===== src/rtl/ptp_txcal_pkg.sv =====
package ptp_txcal_pkg;

  localparam int unsigned WORD_W = 32;
  localparam int unsigned WIRE_W = 20;
  localparam int unsigned UI_FRAC = 28;
  localparam int unsigned NS_FRAC = 16;
  localparam int unsigned RESCALE = UI_FRAC - NS_FRAC;

  typedef enum logic [3:0] {
    ST_WAIT_VLD,
    ST_RD_CONST,
    ST_RD_OFFS,
    ST_RD_WIRE,
    ST_CALC,
    ST_WR_XLAT,
    ST_WR_TAM,
    ST_WR_CFG,
    ST_RD_STAT,
    ST_DONE
  } seq_state_t;

endpackage


===== src/rtl/ptp_txcal_smdec.sv =====
module ptp_txcal_smdec (
  input  logic [31:0]        raw_i,
  output logic signed [32:0] val_o
);
  logic signed [32:0] mag;

  always_comb begin
    mag   = $signed({2'b00, raw_i[30:0]});
    val_o = raw_i[31] ? -mag : mag;
  end
endmodule


===== src/rtl/ptp_txcal_math.sv =====
module ptp_txcal_math
  import ptp_txcal_pkg::*;
#(
  parameter int unsigned UIW = 16
) (
  input  logic                 clk,
  input  logic                 rst_n,
  input  logic [31:0]          const_i,
  input  logic [31:0]          offs_i,
  input  logic [WIRE_W-1:0]    wire_i,
  input  logic [UIW-1:0]       pma_ui_i,
  input  logic [31:0]          ui_period_i,
  input  logic [30:0]          phy_i,
  output logic [31:0]          tam_o,
  output logic [31:0]          xlat_o
);
  localparam int unsigned PW  = UIW + 32;
  localparam int unsigned NSW = PW - RESCALE;
  localparam int unsigned XW  = NSW + 1;

  logic [31:0]        sm_raw [2];
  logic signed [32:0] sm_val [2];

  assign sm_raw[0] = const_i;
  assign sm_raw[1] = offs_i;

  for (genvar gi = 0; gi < 2; gi++) begin : g_dec
    ptp_txcal_smdec u_dec (
      .raw_i (sm_raw[gi]),
      .val_o (sm_val[gi])
    );
  end

  logic signed [33:0] tam_sum;
  logic [PW-1:0]      prod;
  logic [NSW-1:0]     pma_ns;
  logic [XW-1:0]      xl_sum;

  always_comb begin
    tam_sum = 34'(sm_val[0]) + 34'(sm_val[1]) - $signed({14'd0, wire_i});
    if (tam_sum > 34'sh0_7FFF_FFFF)
      tam_o = 32'h7FFF_FFFF;
    else if (tam_sum < -34'sh0_8000_0000)
      tam_o = 32'h8000_0000;
    else
      tam_o = tam_sum[31:0];
  end

  always_comb begin
    prod   = PW'(pma_ui_i) * PW'(ui_period_i);
    pma_ns = prod[PW-1:RESCALE];
    xl_sum = XW'(pma_ns) + XW'(phy_i);
    if ((xl_sum >> 31) != '0)
      xlat_o = 32'h7FFF_FFFF;
    else
      xlat_o = {1'b0, xl_sum[30:0]};
  end

  // two non-negative operands minus a wire delay can never saturate to a negative word
  assert_tam_nonneg_R5 : assert property (@(posedge clk) disable iff (!rst_n)
    (!const_i[31] && !offs_i[31] && wire_i == '0) |-> !tam_o[31]);
endmodule


===== src/rtl/ptp_txcal_seq.sv =====
module ptp_txcal_seq
  import ptp_txcal_pkg::*;
#(
  parameter int unsigned AW           = 8,
  parameter int unsigned UIW          = 16,
  parameter logic [AW-1:0] ADDR_CONST = 8'h10,
  parameter logic [AW-1:0] ADDR_OFFS  = 8'h14,
  parameter logic [AW-1:0] ADDR_WIRE  = 8'h18,
  parameter logic [AW-1:0] ADDR_XLAT  = 8'h20,
  parameter logic [AW-1:0] ADDR_TAM   = 8'h24,
  parameter logic [AW-1:0] ADDR_CFG   = 8'h28,
  parameter logic [AW-1:0] ADDR_STAT  = 8'h2C,
  parameter int unsigned CFG_BIT      = 0,
  parameter int unsigned RDY_BIT      = 1
) (
  input  logic           clk,
  input  logic           rst_n,
  input  logic           tx_rst_i,
  input  logic           offs_valid_i,
  input  logic [UIW-1:0] pma_ui_i,
  input  logic [31:0]    ui_period_i,
  input  logic [30:0]    phy_delay_i,
  output logic           req_o,
  output logic           we_o,
  output logic [AW-1:0]  addr_o,
  output logic [31:0]    wdata_o,
  input  logic [31:0]    rdata_i,
  input  logic           ack_i,
  output logic           busy_o,
  output logic           done_o
);
  localparam logic [31:0] CFG_WORD = 32'd1 << CFG_BIT;

  seq_state_t st_q, st_d;
  logic [31:0]       const_q, offs_q, tam_q, xlat_q;
  logic [WIRE_W-1:0] wire_q;
  logic [31:0]       tam_c, xlat_c;
  logic              acc_done;
  logic              en_const, en_offs, en_wire, en_calc;

  ptp_txcal_math #(.UIW(UIW)) u_math (
    .clk         (clk),
    .rst_n       (rst_n),
    .const_i     (const_q),
    .offs_i      (offs_q),
    .wire_i      (wire_q),
    .pma_ui_i    (pma_ui_i),
    .ui_period_i (ui_period_i),
    .phy_i       (phy_delay_i),
    .tam_o       (tam_c),
    .xlat_o      (xlat_c)
  );

  // bus drive decoded from the current state
  always_comb begin
    req_o   = 1'b1;
    we_o    = 1'b0;
    addr_o  = '0;
    wdata_o = '0;
    unique case (st_q)
      ST_RD_CONST: addr_o = ADDR_CONST;
      ST_RD_OFFS:  addr_o = ADDR_OFFS;
      ST_RD_WIRE:  addr_o = ADDR_WIRE;
      ST_WR_XLAT: begin we_o = 1'b1; addr_o = ADDR_XLAT; wdata_o = xlat_q;   end
      ST_WR_TAM:  begin we_o = 1'b1; addr_o = ADDR_TAM;  wdata_o = tam_q;    end
      ST_WR_CFG:  begin we_o = 1'b1; addr_o = ADDR_CFG;  wdata_o = CFG_WORD; end
      ST_RD_STAT:  addr_o = ADDR_STAT;
      default:     req_o = 1'b0;
    endcase
  end

  assign acc_done = req_o && ack_i;
  assign busy_o   = (st_q != ST_DONE);
  assign done_o   = (st_q == ST_DONE);

  // next state
  always_comb begin
    st_d = st_q;
    unique case (st_q)
      ST_WAIT_VLD: if (offs_valid_i) st_d = ST_RD_CONST;
      ST_RD_CONST: if (acc_done) st_d = ST_RD_OFFS;
      ST_RD_OFFS:  if (acc_done) st_d = ST_RD_WIRE;
      ST_RD_WIRE:  if (acc_done) st_d = ST_CALC;
      ST_CALC:     st_d = ST_WR_XLAT;
      ST_WR_XLAT:  if (acc_done) st_d = ST_WR_TAM;
      ST_WR_TAM:   if (acc_done) st_d = ST_WR_CFG;
      ST_WR_CFG:   if (acc_done) st_d = ST_RD_STAT;
      ST_RD_STAT:  if (acc_done && rdata_i[RDY_BIT]) st_d = ST_DONE;
      default:     st_d = st_q;
    endcase
    if (tx_rst_i) st_d = ST_WAIT_VLD;
  end

  always_ff @(posedge clk or negedge rst_n) begin
    if (!rst_n) st_q <= ST_WAIT_VLD;
    else        st_q <= st_d;
  end

  // capture enables
  assign en_const = acc_done && (st_q == ST_RD_CONST) && !tx_rst_i;
  assign en_offs  = acc_done && (st_q == ST_RD_OFFS)  && !tx_rst_i;
  assign en_wire  = acc_done && (st_q == ST_RD_WIRE)  && !tx_rst_i;
  assign en_calc  = (st_q == ST_CALC);

  always_ff @(posedge clk or negedge rst_n) begin
    if (!rst_n) begin
      const_q <= '0;
      offs_q  <= '0;
      wire_q  <= '0;
    end else begin
      if (en_const) const_q <= rdata_i;
      if (en_offs)  offs_q  <= rdata_i;
      if (en_wire)  wire_q  <= rdata_i[WIRE_W-1:0];
    end
  end

  always_ff @(posedge clk or negedge rst_n) begin
    if (!rst_n) begin
      tam_q  <= '0;
      xlat_q <= '0;
    end else if (en_calc) begin
      tam_q  <= tam_c;
      xlat_q <= xlat_c;
    end
  end

  assert_req_hold_R3 : assert property (@(posedge clk) disable iff (!rst_n)
    (req_o && !ack_i && !tx_rst_i) |=>
      (req_o && $stable(addr_o) && $stable(we_o) && $stable(wdata_o)));

  assert_done_quiet_R8 : assert property (@(posedge clk) disable iff (!rst_n)
    done_o |-> (!req_o && !busy_o));

  assert_txrst_restart_R9 : assert property (@(posedge clk) disable iff (!rst_n)
    tx_rst_i |=> (!req_o && !done_o && busy_o));

  assert_done_hold_R10 : assert property (@(posedge clk) disable iff (!rst_n)
    (done_o && !tx_rst_i) |=> done_o);

  assert_wait_valid_R2 : assert property (@(posedge clk) disable iff (!rst_n)
    (!req_o && !done_o && !offs_valid_i && !tx_rst_i && !$past(req_o)) |=> !req_o);
endmodule


===== config.mk =====
export PLATFORM = sky130hd
export DESIGN_NAME = ptp_txcal_seq
export DESIGN_NICKNAME = d
export VERILOG_FILES = /design/src/rtl/ptp_txcal_pkg.sv /design/src/rtl/ptp_txcal_smdec.sv /design/src/rtl/ptp_txcal_math.sv /design/src/rtl/ptp_txcal_seq.sv
export SDC_FILE = /design/constraint.sdc
export NUM_CORES = 2
export LEC_CHECK = 0
export BUFFER_PORTS_ARGS = -buffer_cell sky130_fd_sc_hd__buf_2
export CORE_UTILIZATION = 40
export CTS_CLUSTER_SIZE = 16
export DETAILED_ROUTE_END_ITERATION = 7
export HOLD_SLACK_MARGIN = 0.03
export PLACE_DENSITY = 0.57
export SYNTH_ARGS = -nofsm -noshare
export SYNTH_HDL_FRONTEND = slang
export SYNTH_SLANG_ARGS = --single-unit

===== constraint.sdc =====
create_clock -name clk -period 7.7 [get_ports clk]
set_clock_uncertainty 0.1 [all_clocks]
set_input_delay 0.77 -clock clk [delete_from_list [all_inputs] [get_ports clk]]
set_output_delay 0.77 -clock clk [all_outputs]
set_load 0.01 [all_outputs]

=== After elaboration in Yosys (flattened, before gate mapping) ===
Cells that the tools add are included.

* Register bits: 152
* Output and inout bits: 44
* Word-level logic and storage cells: 66

* Add/subtract/negate cells: 5
* $mul: 1
* $lt $le $gt $ge: 2
* Eq/ne operators: 18
* Muxes and demuxes: 19
* Reductions and logical operators: 15

{| class="wikitable"
|+ Operators with widths
! operator !! number
|-
| $pmux W32 S3 || 1
|-
| $mux W33 || 2
|-
| $neg A31 Y33 || 2
|-
| $mux W32 || 2
|-
| $mul A16 B32 Y48 || 1
|-
| $pmux W6 S7 || 1
|-
| $add A36 B31 Y37 || 1
|-
| $reduce_bool A37 Y1 || 1
|-
| $mux W4 || 9
|-
| $pmux W4 S9 || 1
|-
| $add A33 B33 Y34 || 1
|-
| $gt A34 B32 Y1 const B || 1
|-
| $lt A34 B32 Y1 const B || 1
|-
| $sub A34 B21 Y34 || 1
|-
| $mux W31 || 1
|-
| $ne A3 B3 Y1 const B || 8
|-
| $eq A4 B3 Y1 const B || 4
|-
| $reduce_bool A10 Y1 || 1
|-
| $reduce_and A9 Y1 || 1
|-
| $eq A4 B2 Y1 const B || 2
|-
| $eq A4 B4 Y1 const B || 2
|-
| $logic_and A1 B1 Y1 || 8
|-
| $reduce_or A7 Y1 || 1
|-
| $eq A4 B1 Y1 const B || 1
|-
| 5 further kinds || 6
|}

=== Logic depth before layout (Yosys ltp) ===
* Depth after elaboration: 8
* Mapped depth: 38

=== Hierarchy ===
A second synthesis with hierarchy kept.

* Cells, all modules: 3159
* Area total of the unflattened synthesis: 28392.2 um^2

{| class="wikitable"
|+ By module, submodules not included
! module !! times used !! cells each !! area an instance (um^2)
|-
| ptp_txcal_math || 1 || 2538 || 20541.0
|-
| ptp_txcal_seq || 1 || 401 || 6274.8
|-
| ptp_txcal_smdec || 2 || 110 || 788.3
|}

=== Worst setup path after synthesis ===
Ideal clock, no wire load.

* Path type: input to register
* Start point: in ui_period_i[10]
* End point: reg xlat_q[29]
* Library setup time: 0.125 ns
* Arrival time: 8.361 ns
* Data required time: 7.475 ns
* Setup slack: -0.885 ns
* Stages on the path: 38
* Path buffers: 4
* Cells stage by stage: clkbuf_1 -> nand2_1 -> fa_1 -> inv_1 -> fa_1 -> inv_1 -> fa_1 -> fa_1 -> inv_1 -> fa_1 -> inv_1 -> fa_1 -> inv_1 -> ha_1 -> clkbuf_1 -> nand2_1 -> o21ai_0 -> nor2_1 -> (+2 left out) -> a2111oi_1 -> nor2_1 -> inv_1 -> a21oi_1 -> xnor2_1 -> ha_1 -> a21o_1 -> a21o_1 -> a21o_1 -> nor2_1 -> a31oi_1 -> a22oi_1 -> nand2_1 -> mux2i_1 -> and4_1 -> clkbuf_1 -> buf_2 -> a21oi_1

* Word-level cells in the longest chain between the ends: 4

{| class="wikitable"
|+ RTL lines
! item !! line !! source
|-
| start: declaration || ptp_txcal_seq.sv:21 || <nowiki>input logic [31:0] ui_period_i,</nowiki>
|-
| $mul A16 B32 Y48 * || ptp_txcal_math.sv:50 || <nowiki>prod = PW'(pma_ui_i) * PW'(ui_period_i);</nowiki>
|-
| $add A36 B31 Y37 * || ptp_txcal_math.sv:52 || <nowiki>xl_sum = XW'(pma_ns) + XW'(phy_i);</nowiki>
|-
| $reduce_bool A37 Y1 || ptp_txcal_math.sv:53 || <nowiki>if ((xl_sum >> 31) != '0)</nowiki>
|-
| $mux W31 * || ptp_txcal_math.sv:53 ||
|-
| end signal: assignment || ptp_txcal_seq.sv:123 || <nowiki>xlat_q <= xlat_c;</nowiki>
|-
| end: declaration || ptp_txcal_seq.sv:35 || <nowiki>logic [31:0] const_q, offs_q, tam_q, xlat_q;</nowiki>
|}

Every way passes the cells marked *; elsewhere a longest branch is shown, timed or not.
A chain may end at the register's enable or synchronous reset.

=== Final worst setup path ===
* Start point: in pma_ui_i[7]
* End point: reg xlat_q[27]

* Word-level cells in the longest chain between the ends: 4

{| class="wikitable"
|+ RTL lines
! item !! line !! source
|-
| start: declaration || ptp_txcal_seq.sv:20 || <nowiki>input logic [UIW-1:0] pma_ui_i,</nowiki>
|-
| $mul A16 B32 Y48 * || ptp_txcal_math.sv:50 ||
|-
| $add A36 B31 Y37 * || ptp_txcal_math.sv:52 ||
|-
| $reduce_bool A37 Y1 || ptp_txcal_math.sv:53 ||
|-
| $mux W31 * || ptp_txcal_math.sv:53 ||
|}

Marked as above.

==> results.md <==
### Timing
- 31 — final number of setup-violating endpoints
- -0.338 ns — min setup slack post-route
- 0 — max-slew violation count
- 0.257 ns — hold slack
- yes — RSZ-0062 raised after global routing
- 0 — endpoints failing hold
- 21.2% — Slew HR
- 104% — part of the cycle the worst path needs
- 8.04 ns — shortest clock period the worst path allows after layout
- 1.18 ns — transition time at the pin with the least slew margin
- 0.124 GHz — achievable clock frequency

### Synth
- 32.1% — top-area cell type share of the netlist area
- 13.8% — sequential-to-total area share from yosys stat
- sky130_fd_sc_hd__inv_1 (568), sky130_fd_sc_hd__fa_1 (438), sky130_fd_sc_hd__nand2_1 (423) — most used standard cells in the synthesized netlist
- 27300 um2 — Netlist Area Pre-Place
- sky130_fd_sc_hd__dfrtp_1 — most used flip-flop cell after synthesis
- sky130_fd_sc_hd__fa_1 — most area-hungry cell type in the Yosys netlist
- sky130_fd_sc_hd__inv_1 — leading cell type by number of instances after synthesis
- sky130_fd_sc_hd__fa_1 (32%), sky130_fd_sc_hd__dfrtp_1 (14%), sky130_fd_sc_hd__ha_1 (9.0%) — cell types occupying the most area after synthesis
- 0 — warnings from Yosys
- 8.75 um2 — Avg Cell Area, Syn
- 100% — FFs w/ async S/R, synth
- 0 — number of enable-type register cells in the synthesized netlist
- 3126 — cells after synthesis
- 72 — synth unique cells
- 151 — number of register bits inferred by synthesis

### Floorplan
- 263 um — vertical extent of the die
- 69400 um2 — die footprint
- 40.6% — initial standard-cell utilization of the core
- 160 — top-level port count
- 263 um — chip width
- 67400 um2 — placeable core area
- 95 — total number of placement rows

### Placement
- 155 — total of buffers placed on input and output ports
- 0.895 — global placer's final weighted congestion
- 63.3 mm — hpwl dp

### Run
- 0 — max_cap viols

### Critical path
- sky130_fd_sc_hd__fa_1 — slowest library cell on the worst path
- tam_q[5] — endpoint of the worst-slack reg-to-reg timing path
- flop — endpoint type of the worst setup path
- 1.32 ns — worst setup slack for register-to-register paths
- 15 — largest fanout on the critical path
- sky130_fd_sc_hd__fa_1 — most frequent CP cell
- offs_q[7] — beginning of the worst register-to-register path
- pma_ui_i[7] — worst setup path startpoint
- 7.91 ns — critical path data required time
- 20 — worst reg-to-reg path cell count
- in -> reg — worst setup path category
- 0.55 ns — largest stage delay on the critical path
- primary input — Critical Path Source Type
- xlat_q[27] — crit path to
- 8.25 ns — Data arrival, critical path

### Outcome
- finished, violations left — run status
- negative setup slack — violations in the final reports

### Route
- 5 — DR pass1 iterations
- 5.11 — routed vias/inst
- 17.2 um — post-detailed-route wirelength per cell
- 0 — number of remaining DRC errors
- 22491 — vias post-DR
- 1478 — drt initial violations
- 0 — number of routed nets with antenna violations
- 75.8 mm — drt total wl

### Cells and area
- 3780 um2 — FF/Latch Area
- 21500 um2 — area of combinational cells with multiple inputs
- 4270 — Total Nets Final
- 20.8% — P&R area growth vs syn
- 6455 — filler instances
- 22.7% — fraction of final layout cells sized beyond drive strength 1

### Min path
- in -> async — Tightest Hold Check Type

### Clock network
- sky130_fd_sc_hd__clkbuf_16 — buffer type at the clock tree root
- 0.06 ns — clock input transition at the sequential cells of the worst setup and hold paths
- 0 — # hold bufs at CTS
- 151 — total clock sinks
- 4 — number of H-tree branching levels
- 17 — Inserted Clock Buffers
- 0.43 ns — Skew-Pair Late Insertion Delay
- built — CTS tree
- 2 — buffers from clock root to sink, at most

### Global routing
- 89 — largest net degree at the start of global routing
- 22870 — number of global-route vias before repair
- 0 — Remaining Overflow, GRT
- 22.4% — GRT Total Usage
- 123 mm — wire length of the first global-routing pass
- 1 — antenna violations before repair

## final cells by class
cell class              instances  share of cell area [%]
clock inverters                 9                   0.307
well taps                     873                    3.31
repair buffers                514                    11.9
inverters                     568                    6.45
multi-input cells            2267                    65.2
flip-flops and latches        151                    11.4
diodes                          1                 0.00757
clock buffers                  21                    1.42
## worst min-delay path by stage
stage / from / endpoint / cells past startpoint / slack [ns]
final: rst_n / st_q[2] / 1 / 0.26
after global routing: rst_n / st_q[2] / 1 / 0.33
after CTS: rst_n / tam_q[14] / 1 / 0.30
after detailed placement: tam_q[31] / tam_q[31] / 2 / 0.38
after global placement: tam_q[31] / tam_q[31] / 2 / 0.38
after floorplan: tam_q[31] / tam_q[31] / 2 / 0.34
## what timing repair did
| action | CTS | global route |
|---|---|---|
| setup endpoints to repair | 31 | 31 |
| setup buffers | 22 | 1 |
| pin swaps | 98 | 6 |
| resized for setup | 168 | 17 |
| cloned | 3 | 0 |
## cells in the final DEF, fill, tap and decap left out, types with 13 or more instances in the layout
master | Yosys | final
sky130_fd_sc_hd__and2_1 | 180 | 164
sky130_fd_sc_hd__or3_1 | 14 | 14
sky130_fd_sc_hd__nand4_1 | 20 | 20
sky130_fd_sc_hd__nor2_1 | 132 | 126
sky130_fd_sc_hd__o21ai_0 | 110 | 95
sky130_fd_sc_hd__a21oi_1 | 154 | 123
sky130_fd_sc_hd__inv_1 | 568 | 554
sky130_fd_sc_hd__a22o_1 | 30 | 30
sky130_fd_sc_hd__buf_4 | 4 | 345
sky130_fd_sc_hd__xor2_1 | 80 | 80
sky130_fd_sc_hd__fa_1 | 438 | 417
sky130_fd_sc_hd__buf_2 | 4 | 123
sky130_fd_sc_hd__a21o_1 | 46 | 46
sky130_fd_sc_hd__nor3_1 | 19 | 17
sky130_fd_sc_hd__ha_1 | 197 | 182
sky130_fd_sc_hd__o22ai_1 | 31 | 31
sky130_fd_sc_hd__buf_12 | 0 | 13
sky130_fd_sc_hd__nand3_1 | 27 | 25
sky130_fd_sc_hd__xnor2_1 | 62 | 61
sky130_fd_sc_hd__dfrtp_1 | 151 | 151
sky130_fd_sc_hd__a21oi_2 | 0 | 31
sky130_fd_sc_hd__fa_2 | 0 | 21
sky130_fd_sc_hd__buf_6 | 0 | 22
sky130_fd_sc_hd__o31ai_1 | 22 | 21
sky130_fd_sc_hd__inv_2 | 0 | 14
sky130_fd_sc_hd__ha_4 | 0 | 14
sky130_fd_sc_hd__and2_4 | 0 | 16
sky130_fd_sc_hd__nand2_1 | 423 | 410
sky130_fd_sc_hd__nand2b_1 | 16 | 16
sky130_fd_sc_hd__o21bai_1 | 15 | 14
sky130_fd_sc_hd__clkbuf_16 | 0 | 17
sky130_fd_sc_hd__mux2_2 | 85 | 85
## through the flow
| step | util, % | setup WS [ns] | setup TNS [ns] | cells | cell area, um2 |
|---|---|---|---|---|---|
| global placement | 46.8 | -1.07 | -32.62 | 4347 | 31600 |
| detailed placement | 46.8 | -1.12 | -34.18 | 4347 | 31600 |
| finish | 49.0 | -0.338 | -10.02 | 4404 | 33000 |
| CTS | 48.9 | -0.324 | -9.55 | 4402 | 32900 |
| floorplan | - | -0.345 | -10.46 | 3129 | 27900 |
| global route | 49.0 | -0.769 | -23.20 | 4404 | 33000 |
## state kept, by name (all words and copies together) (netlist names)
register / cells
const_q: 32
offs_q: 32
st_q: 4
tam_q: 32
wire_q: 20
xlat_q: 31
## logic make-up (layout without fill, tap and decap cells)
family	count (synthesis)	after routing	synth area share, %
simple gates	898	898	15.6
buf+inv	711	1112	9.83
fa+ha+maj	635	635	41.1
compound gates	499	499	11.5
flops	151	151	13.8
xor+xnor	142	142	4.55
mux	89	89	3.65
other cells	1	5	0.0137
## critical path, delay by kind of cell
kind                     cells  cell delay [ns]
buffers and inverters        9             0.94
adder cells (fa/ha/maj)      8             3.60
XOR/XNOR                     1             0.15
multiplexers                 1             0.20
AO/OA/AOI/OAI               10             1.66
AND/OR/NAND/NOR              6             0.93
## per-layer routing
layer / GRT usage (%) / routed length, um
met3: 2.15 / 2460
met1: 30.9 / 34400
met4: 5.64 / 1770
met2: 37.5 / 37100
met5: 0 / 0
Power is left out: the tool's default activity adds up to more than one toggle a clock period on the data nets, which glitch-free logic cannot reach.
